[config.mk]
export PLATFORM = sky130hd
export DESIGN_NAME = modclk_gate_ctrl
export DESIGN_NICKNAME = d
export VERILOG_FILES = /design/src/rtl/modclk_gate_pkg.sv /design/src/rtl/mcg_cfg_regs.sv /design/src/rtl/mcg_unit.sv /design/src/rtl/modclk_gate_ctrl.sv
export SDC_FILE = /design/constraint.sdc
export NUM_CORES = 1
export LEC_CHECK = 0
export ABC_AREA = 1
export ABC_CLOCK_PERIOD_IN_PS = 2450
export BUFFER_PORTS_ARGS = -buffer_cell sky130_fd_sc_hd__buf_2
export CELL_PAD_IN_SITES_DETAIL_PLACEMENT = 1
export CELL_PAD_IN_SITES_GLOBAL_PLACEMENT = 1
export CORE_ASPECT_RATIO = 1.25
export CORE_MARGIN = 5
export CORE_UTILIZATION = 40
export CTS_BUF_LIST = sky130_fd_sc_hd__clkbuf_4
export CTS_CLUSTER_DIAMETER = 50
export DETAILED_ROUTE_END_ITERATION = 8
export PLACE_DENSITY_LB_ADDON = 0.2
export SKIP_CTS_REPAIR_TIMING = 1
export SYNTH_ARGS = -nofsm -noshare
export SYNTH_HDL_FRONTEND = slang
export SYNTH_SLANG_ARGS = --single-unit
export TNS_END_PERCENT = 5
[constraint.sdc]
create_clock -name clk -period 2.45 [get_ports clk]
set_input_delay 0.1225 -clock clk [delete_from_list [all_inputs] [get_ports clk]]
set_output_delay 0.1225 -clock clk [all_outputs]
set_load 0.01 [all_outputs]
[src/rtl/modclk_gate_pkg.sv]
package modclk_gate_pkg;

   // Field placement inside the control word
   localparam int unsigned CTL_GATE_EN_BIT   = 0;
   localparam int unsigned CTL_NO_STALL_BIT  = 1;
   localparam int unsigned CTL_NO_STARVE_BIT = 2;
   localparam int unsigned CTL_TON_LSB       = 4;
   localparam int unsigned CTL_TON_MAXW      = 4;
   localparam int unsigned CTL_TOFF_LSB      = 16;
   localparam int unsigned CTL_TOFF_MAXW     = 16;

   // Write-select codes
   localparam logic SEL_CTRL     = 1'b0;
   localparam logic SEL_OVERRIDE = 1'b1;

   typedef enum logic [1:0] {
      GS_RUN   = 2'd0,
      GS_GATED = 2'd1,
      GS_WAKE  = 2'd2
   } gate_state_e;

endpackage

[src/rtl/mcg_cfg_regs.sv]
module mcg_cfg_regs
   import modclk_gate_pkg::*;
#(
   parameter int unsigned DATA_W  = 32,
   parameter int unsigned NUM_MOD = 3,
   parameter int unsigned TON_W   = 4,
   parameter int unsigned TOFF_W  = 16
) (
   input  logic                clk,
   input  logic                rst_n,
   input  logic                we,
   input  logic                sel,
   input  logic [DATA_W-1:0]   wdata,
   output logic                gate_en,
   output logic                no_stall_gate,
   output logic                no_starve_gate,
   output logic [TON_W-1:0]    ton,
   output logic [TOFF_W-1:0]   toff,
   output logic [NUM_MOD-1:0]  mod_dis
);

   logic [DATA_W-1:0]  ctrl_q;
   logic [NUM_MOD-1:0] dis_q;

   always_ff @(posedge clk or negedge rst_n) begin
      if (!rst_n) begin
         ctrl_q <= '0;
         dis_q  <= '0;
      end else if (we) begin
         if (sel == SEL_CTRL) ctrl_q <= wdata;
         else                 dis_q  <= wdata[NUM_MOD-1:0];
      end
   end

   assign gate_en        = ctrl_q[CTL_GATE_EN_BIT];
   assign no_stall_gate  = ctrl_q[CTL_NO_STALL_BIT];
   assign no_starve_gate = ctrl_q[CTL_NO_STARVE_BIT];
   assign ton            = ctrl_q[CTL_TON_LSB +: TON_W];
   assign toff           = ctrl_q[CTL_TOFF_LSB +: TOFF_W];
   assign mod_dis        = dis_q;

   // an override write lands in the override bits only
   p_override_write_r7: assert property (@(posedge clk) disable iff (!rst_n)
      (we && sel == SEL_OVERRIDE) |=> (mod_dis == $past(wdata[NUM_MOD-1:0])));

endmodule

[src/rtl/mcg_unit.sv]
module mcg_unit
   import modclk_gate_pkg::*;
#(
   parameter int unsigned TON_W  = 4,
   parameter int unsigned TOFF_W = 16
) (
   input  logic               clk,
   input  logic               rst_n,
   input  logic               allow,
   input  logic               no_stall_gate,
   input  logic               no_starve_gate,
   input  logic [TON_W-1:0]   ton,
   input  logic [TOFF_W-1:0]  toff,
   input  logic               idle_i,
   input  logic               stall_i,
   input  logic               wake_i,
   output logic               clk_en_o,
   output logic               ready_o,
   output logic               gated_o
);

   localparam int unsigned CW = TOFF_W + 1;

   gate_state_e        st_q;
   logic [TOFF_W-1:0]  idle_cnt_q;
   logic [TON_W-1:0]   wait_q;
   logic               eligible;
   logic [CW-1:0]      cnt_nxt;

   assign eligible = allow && ((idle_i && !no_starve_gate) || (stall_i && !no_stall_gate));
   assign cnt_nxt  = {1'b0, idle_cnt_q} + CW'(1);

   always_ff @(posedge clk or negedge rst_n) begin
      if (!rst_n) begin
         st_q       <= GS_RUN;
         idle_cnt_q <= '0;
         wait_q     <= '0;
      end else begin
         case (st_q)
            GS_RUN: begin
               if (!eligible || wake_i) begin
                  idle_cnt_q <= '0;
               end else if (cnt_nxt >= {1'b0, toff}) begin
                  st_q       <= GS_GATED;
                  idle_cnt_q <= '0;
               end else begin
                  idle_cnt_q <= cnt_nxt[TOFF_W-1:0];
               end
            end
            GS_GATED: begin
               idle_cnt_q <= '0;
               if (!allow || wake_i) begin
                  if (ton == '0) begin
                     st_q <= GS_RUN;
                  end else begin
                     st_q   <= GS_WAKE;
                     wait_q <= ton;
                  end
               end
            end
            GS_WAKE: begin
               idle_cnt_q <= '0;
               if (wait_q <= TON_W'(1)) st_q <= GS_RUN;
               else                     wait_q <= wait_q - TON_W'(1);
            end
            default: st_q <= GS_RUN;
         endcase
      end
   end

   assign clk_en_o = (st_q != GS_GATED);
   assign ready_o  = (st_q == GS_RUN);
   assign gated_o  = (st_q == GS_GATED);

   // a gated module was allowed to gate in the previous cycle
   p_gated_needs_allow_r2: assert property (@(posedge clk) disable iff (!rst_n)
      gated_o |-> $past(allow));

   // gating is entered only from an eligible cycle
   p_gate_from_eligible_r3: assert property (@(posedge clk) disable iff (!rst_n)
      $rose(gated_o) |-> $past(eligible));

   // wake on a gated module restores the enable in the next cycle
   p_wake_ungates_r8: assert property (@(posedge clk) disable iff (!rst_n)
      (gated_o && wake_i) |=> clk_en_o);

   // a non-zero turn-on wait keeps ready low right after waking
   p_wake_ready_low_r8: assert property (@(posedge clk) disable iff (!rst_n)
      (gated_o && wake_i && ton != '0) |=> !ready_o);

   // losing permission ungates in the next cycle
   p_disallow_ungates_r9: assert property (@(posedge clk) disable iff (!rst_n)
      (gated_o && !allow) |=> clk_en_o);

endmodule

[src/rtl/modclk_gate_ctrl.sv]
module modclk_gate_ctrl
   import modclk_gate_pkg::*;
#(
   parameter int unsigned DATA_W      = 32,
   parameter int unsigned NUM_MOD     = 3,
   parameter int unsigned TON_W       = 4,
   parameter int unsigned TOFF_W      = 16,
   parameter bit          SYNC_INPUTS = 1'b0
) (
   input  logic                clk,
   input  logic                rst_n,
   input  logic                cfg_we,
   input  logic                cfg_sel,
   input  logic [DATA_W-1:0]   cfg_wdata,
   input  logic [NUM_MOD-1:0]  mod_idle_i,
   input  logic [NUM_MOD-1:0]  mod_stall_i,
   input  logic [NUM_MOD-1:0]  mod_wake_i,
   output logic [NUM_MOD-1:0]  mod_clk_en_o,
   output logic [NUM_MOD-1:0]  mod_ready_o,
   output logic [DATA_W-1:0]   gate_status_o
);

   localparam int unsigned STAT_PAD = DATA_W - NUM_MOD;

   // Elaboration checks on the parameter set
   if (DATA_W < CTL_TOFF_LSB + TOFF_W) begin : g_bad_dw
      $error("DATA_W too narrow for the idle threshold field");
   end
   if (TON_W == 0 || TON_W > CTL_TON_MAXW) begin : g_bad_ton
      $error("TON_W out of range");
   end
   if (TOFF_W == 0 || TOFF_W > CTL_TOFF_MAXW) begin : g_bad_toff
      $error("TOFF_W out of range");
   end
   if (NUM_MOD == 0 || NUM_MOD >= DATA_W) begin : g_bad_nm
      $error("NUM_MOD out of range");
   end

   logic               gate_en, no_stall, no_starve;
   logic [TON_W-1:0]   ton;
   logic [TOFF_W-1:0]  toff;
   logic [NUM_MOD-1:0] mod_dis;
   logic [NUM_MOD-1:0] idle_s, stall_s;
   logic [NUM_MOD-1:0] gated;

   mcg_cfg_regs #(
      .DATA_W (DATA_W),
      .NUM_MOD(NUM_MOD),
      .TON_W  (TON_W),
      .TOFF_W (TOFF_W)
   ) cfg_i (
      .clk           (clk),
      .rst_n         (rst_n),
      .we            (cfg_we),
      .sel           (cfg_sel),
      .wdata         (cfg_wdata),
      .gate_en       (gate_en),
      .no_stall_gate (no_stall),
      .no_starve_gate(no_starve),
      .ton           (ton),
      .toff          (toff),
      .mod_dis       (mod_dis)
   );

   // Status inputs either used directly or passed through one register stage
   if (SYNC_INPUTS) begin : g_sync
      logic [NUM_MOD-1:0] idle_q, stall_q;
      always_ff @(posedge clk or negedge rst_n) begin
         if (!rst_n) begin
            idle_q  <= '0;
            stall_q <= '0;
         end else begin
            idle_q  <= mod_idle_i;
            stall_q <= mod_stall_i;
         end
      end
      assign idle_s  = idle_q;
      assign stall_s = stall_q;
   end else begin : g_direct
      assign idle_s  = mod_idle_i;
      assign stall_s = mod_stall_i;
   end

   for (genvar m = 0; m < NUM_MOD; m++) begin : g_mod
      mcg_unit #(
         .TON_W (TON_W),
         .TOFF_W(TOFF_W)
      ) unit_i (
         .clk           (clk),
         .rst_n         (rst_n),
         .allow         (gate_en && !mod_dis[m]),
         .no_stall_gate (no_stall),
         .no_starve_gate(no_starve),
         .ton           (ton),
         .toff          (toff),
         .idle_i        (idle_s[m]),
         .stall_i       (stall_s[m]),
         .wake_i        (mod_wake_i[m]),
         .clk_en_o      (mod_clk_en_o[m]),
         .ready_o       (mod_ready_o[m]),
         .gated_o       (gated[m])
      );
   end

   assign gate_status_o = {{STAT_PAD{1'b0}}, gated};

   // with the global enable off, an all-clear status stays clear
   p_global_off_stays_clear_r2: assert property (@(posedge clk) disable iff (!rst_n)
      (!gate_en && gated == '0) |=> (gated == '0));

   // a gated module never shows an active clock enable
   p_status_vs_enable_r10: assert property (@(posedge clk) disable iff (!rst_n)
      (gate_status_o[NUM_MOD-1:0] & mod_clk_en_o) == '0);

endmodule

---- Yosys cells after proc, flatten, opt, wreduce, memory -nomap -nowiden ----
Index checks and enable logic that the tools add are counted.
word-level totals
  register bits ........................... 101
  input port bits ......................... 45
  output and inout bits ................... 38
  word-level logic and storage cells ...... 139
operators by class
  add/sub/neg operators ................... 6
  magnitude comparators ................... 6
  eq/ne operators ......................... 27
  multiplexer cells ....................... 35
  bitwise gates (word level) .............. 1
  reductions and logical operators ........ 53
operators with widths
  cell                     number
  $mux W16                 6
  $pmux W16 S2             3
  $add A16 B1 Y17 const B  3
  $ge A17 B16 Y1           3
  $ne A2 B2 Y1 const B     15
  $mux W4                  7
  $mux W2                  13
  $pmux W4 S2              3
  $reduce_and A4 Y1        6
  $pmux W2 S3              3
  $le A4 B1 Y1 const B     3
  $logic_and A1 B1 Y1      12
  $ne A2 B1 Y1 const B     6
  $reduce_bool A2 Y1       6
  $sub A4 B1 Y4 const B    3
  $logic_not A1 Y1         11
  $logic_or A1 B1 Y1       9
  $eq A2 B1 Y1 const B     3
  $eq A2 B2 Y1 const B     3
  $logic_not A2 Y1         3
  $reduce_or A2 Y1         3
  $logic_not A4 Y1         1
  $reduce_and A2 Y1        2
  $not A1 Y1               1

---- Longest topological paths before layout ----
  word-level depth ........................ 8
  gate-level depth with buffers ........... 20
  depth with buffers taken out ............ 20

---- Cells and area by module ----
A second synthesis with hierarchy kept.
unflattened totals
  cells, all modules ...................... 946
  area total of the unflattened synthesis .. 6862.8 um^2
by module, submodules not included
  module            times used  cells each  area an instance (um^2)  sequential area each (um^2)
  mcg_unit          3           266         1858.0                   550.5
  mcg_cfg_regs      1           114         1044.8                   650.6
  modclk_gate_ctrl  1           34          244.0                    0.0

---- Worst setup path after synthesis ----
No wires, ideal clock.
  kind .................................... register to register
  start ................................... reg g_mod[2].unit_i.idle_cnt_q[0]
  end ..................................... reg g_mod[2].unit_i.idle_cnt_q[11]
  setup time .............................. 132 ps
  arrival ................................. 2461 ps
  data required time ...................... 2318 ps
  slack ................................... -143 ps
  cell stages (with the launch flop) ...... 17
  buffers on the path ..................... 1
  period minus slack after synthesis ...... 2593 ps
  cell sequence ........................... dfrtp_1 > ha_1 > nand2_1 > nor2_2 > nand2_1 > nor3_1 > xor2_1 > inv_1 > ha_1 > nand2_1 > nor3_1 > nand2_1 > nor2_1 > nand2_2 > nand3_1 > buf_4 > o22ai_2
between the ends
  word-level cells in the longest chain between the ends .. 5
ends and longest elaborated chain
  what                      RTL line        text
  start: declaration        mcg_unit.sv:25  logic [TOFF_W-1:0] idle_cnt_q;
  start signal: assignment  mcg_unit.sv:47  idle_cnt_q <= cnt_nxt[TOFF_W-1:0];
  $add A16 B1 Y17 *         mcg_unit.sv:31  assign cnt_nxt = {1'b0, idle_cnt_q} + CW'(1);
  $ge A17 B16 Y1            mcg_unit.sv:43  end else if (cnt_nxt >= {1'b0, toff}) begin
  $mux W16 *                mcg_unit.sv:43
  $mux W16 *                mcg_unit.sv:41  if (!eligible || wake_i) begin
  $pmux W16 S2 *            mcg_unit.sv:39  case (st_q)
Mark *: on every way between the ends. The rest lies on a longest branch, timed or not.
A chain may end at the register's enable or synchronous reset.

---- Final worst setup path ----
  start ................................... reg g_mod[1].unit_i.idle_cnt_q[1]
  end ..................................... reg g_mod[1].unit_i.idle_cnt_q[4]
between the ends
  word-level cells in the longest chain between the ends .. 5
ends and longest elaborated chain
  what                      RTL line
  start: declaration        mcg_unit.sv:25
  start signal: assignment  mcg_unit.sv:47
  $add A16 B1 Y17 *         mcg_unit.sv:31
  $ge A17 B16 Y1            mcg_unit.sv:43
  $mux W16 *                mcg_unit.sv:43
  $mux W16 *                mcg_unit.sv:41
  $pmux W16 S2 *            mcg_unit.sv:39
Marks and branches as above.

==> metrics.cfg <==
[global_route]
grt_pass1_wl_um = 30700
use_met2_pct = 36.0
overflow = 0
grt_busiest_layer = met2
antenna_found_initial = 1
grt_start_max_net_pins = 52
first_global_vias = 6242
track_usage_pct = 19.8
use_met1_pct = 23.8
met3_usage_pct = 2.51

[outcome]
status = finished, violations left
violations = setup timing

[timing]
finalHoldViolations = 0
max_freq_mhz = 369
rsz0062_at_grt = yes
slew_headroom_pct = 53.5
fin_crit_ps = 2710
timing.final.ws_setup_ps = -261
maxSlewViolCount = 0
worstMarginPinSlew_ps = 691
timing.final.crit_share_pct = 111
finalSetupTns_ps = -10500
timing.hold.ws_ps = 63.2
skew_ps = 22.0
finalSetupViolCount = 54

[power_and_ir_drop]
p_leak_nw = 4.57
p_per_area_nw_per_um2 = 410
ir_worst_vdd_v = 0.000291

[critical_path]
endpoint = g_mod[1].unit_i.idle_cnt_q[4]
cp-startpoint = g_mod[1].unit_i.idle_cnt_q[1]
r2r_end = g_mod[1].unit_i.idle_cnt_q[4]
r2r_setup_slack_ps = -260
cp_num_cells = 18
critPathArrivalTime_ps = 3130
critical_path_class = reg2reg
rr_worst_depth = 18
crit_required_ps = 2870
crit_fanout = 9
cp_cell_sequence = nand3_2 > nor2_4 > nand2_2 > nor2_4 > buf_4 > nand4_1 > xnor2_1 > ha_1 > nand2_1 > nor2_1 > nand4_1 > nand2_1 > nand2_2 > nand3_4 > nor2_4 > buf_6 > nand2_1 > nand2_1
cp_common_cell = nand2_1
path_buf_inv = 2
cp-end-kind = register
max_stage_delay_ps = 420
cp_top_family = simple AND/OR/NAND/NOR gates
cp_slowest_cell = dfrtp_1
r2r-start = g_mod[1].unit_i.idle_cnt_q[1]
critPathLaunchType = register

[cells_and_area]
drive_gt1_share_pct = 24.9
nNetsFinal = 1149
syn_to_final_growth_pct = 29.2
instances_no_fill = 1257
final.fill_count = 2002
postLayoutCellArea_um2 = 8510

[synthesis]
synthSimpleGateAreaFrac_pct = 21.8
ys_seq_area_share_pct = 34.9
yosysTopAreaCell = dfrtp_1
netlist_instances = 866
yosys.cell_types.count = 38
yosys-top-cells-area = dfrtp_1 35%, ha_1 13%, nand2_1 11%
ys_ff_latch = 92
synth_area_um2 = 6590
synth_edf_count = 0
synthMuxAreaShare_pct = 0.665
synth-compound-area-share_pct = 11.7
yosys_warnings = 0
synth_top_family_by_area = simple AND/OR/NAND/NOR gates
synth.top_cell.area_share_pct = 34.9
synthAdderAreaFrac_pct = 13.1
syn_area_per_cell_um2 = 7.61
ys.flop_type = dfrtp_1
synthArstFlopShare_pct = 100
synth_xor_area_share_pct = 4.25

[route]
routed_wl_um = 20400
avgRoutedWirePerCell_um = 16.2
antenna_left = 0
routed_via_density = 4.90
dr.pass1.iters = 4
vias = 6161
drcViolationCount = 0
drt-initial-drc-count = 257

[placed_design]
port_buffers = 44
dp_hpwl_um = 15000
post_dp_cell_area_um2 = 7610
post-place-cells = 1201
gp_congestion = 0.831
dp_slack_ps = -310

[floorplanning]
ios = 83
die_h_um = 153
initial_core_util_pct = 40.7
die_w_um = 125
fp.coreArea_um2 = 16200
num_rows = 52
die_area_um2 = 19200

[clock_network]
root_buffer = clkbuf_4
cts_max_level = 3
clock_latency_ps = 490
path_clk_slew_ps = 170
cts.sinks = 92
cts_buffers = 9
cts_tree = yes
cts_buffer_depth = 2

[worst_hold_path]
hold_path_class = in2reg

[run]
max_cap_viol_count = 0

[metrics by stage]
step / utilization, % / total power [mW]
floorplan: - / 2.34
detailed placement: 47.0 / 2.62
finish: 52.5 / 3.49
CTS: 47.7 / 3.44
global route: 52.5 / 3.73
global placement: 47.0 / 2.58
[layer usage]
metal	vias to the layer above	part of all wire, %	routed length, µm
met4	0	1.9	391
li1	3052	-	-
met3	23	2.4	485
met5	-	0	0
met2	99	54	11000
met1	2987	42	8510
[placed cells by master (no fill, tap or decap), types with 4 or more instances in the layout]
cell type / synthesis / layout
buf_2: 0 / 43
xor2_2: 0 / 4
ha_4: 0 / 7
nor2_2: 3 / 12
o21ai_0: 57 / 43
xnor2_1: 6 / 5
buf_4: 39 / 102
o22ai_1: 22 / 17
nor2_1: 65 / 49
nand3_1: 26 / 18
dfrtp_1: 92 / 92
nor3_2: 2 / 4
nand2_1: 198 / 183
nor2_4: 1 / 8
ha_1: 69 / 59
nand2_4: 0 / 6
buf_6: 2 / 6
xor2_1: 26 / 22
a21oi_1: 39 / 39
o22ai_2: 2 / 7
nand4_1: 14 / 14
conb_1: 1 / 29
nand3_2: 1 / 7
o21ai_1: 0 / 13
nand2_2: 4 / 13
inv_1: 144 / 143
dlygate4sd3_1: 0 / 24
nor3_4: 0 / 4
nor3_1: 20 / 14
clkbuf_4: 0 / 10
[cell families after synthesis]
kind of cell | count (synthesis)
and+or+nand+nor | 339
buffers and inverters | 193
AOI/OAI and AO/OA | 136
DFF | 92
adders and majority gates | 69
xor gates and xnor gates | 32
muxes | 4
other | 1
[cell usage after synthesis, drive strengths merged (15+ instances only)]
cell	number
o21ai	59
ha	69
o22ai	24
nand2	202
xor2	26
buf	42
nor3	22
inv	144
nand3	27
a21oi	39
nand4	15
nor2	69
dfrtp	92
[worst register-to-register path: stages, from the launching register on]
cell	delay, ps
dfrtp_1	420
nand3_2	120
nor2_4	150
nand2_2	90
nor2_4	150
buf_4	120
nand4_1	90
xnor2_1	290
ha_1	320
nand2_1	90
nor2_1	40
nand4_1	60
nand2_1	70
nand2_2	110
nand3_4	90
nor2_4	150
buf_6	150
nand2_1	70
nand2_1	70
[where the power goes]
part | switching (mW) | total (mW) | internal, mW
Clock | 0.590 | 0.810 | 0.221
Sequential | 0.116 | 1.78 | 1.66
Combinational | 0.552 | 0.898 | 0.346
[cell type report]
type,count,area (µm²),area share [%]
diodes,1,2.50,0.0294
clock buffers,10,75.1,0.882
clock inverters,6,40.0,0.470
inverters,145,544,6.39
multi-input cells,609,3930,46.1
flip-flops and latches,92,2300,27.0
well taps,216,270,3.17
repair buffers,178,1350,15.9
[worst min-delay path by stage]
stage / startpoint / endpoint / slack, ps / depth (start not counted)
after floorplan: rst_n / cfg_i.ctrl_q[0] / -170 / 0
after global placement: rst_n / g_mod[2].unit_i.idle_cnt_q[9] / 70 / 1
after detailed placement: rst_n / g_mod[2].unit_i.idle_cnt_q[9] / 80 / 1
after CTS: rst_n / g_mod[0].unit_i.idle_cnt_q[12] / -480 / 1
after global routing: cfg_we / cfg_i.mod_dis[2] / 40 / 3
final: cfg_we / cfg_i.mod_dis[2] / 60 / 3
[sequential cells by signal, summed over array words and instances, names as in the netlist]
register	cells
g_mod.unit_i.idle_cnt_q	48
g_mod.unit_i.wait_q	12
cfg_i.ctrl_q	23
g_mod.unit_i.st_q	6
cfg_i.mod_dis	3
Note: power is estimated with default switching activity, not from simulation.
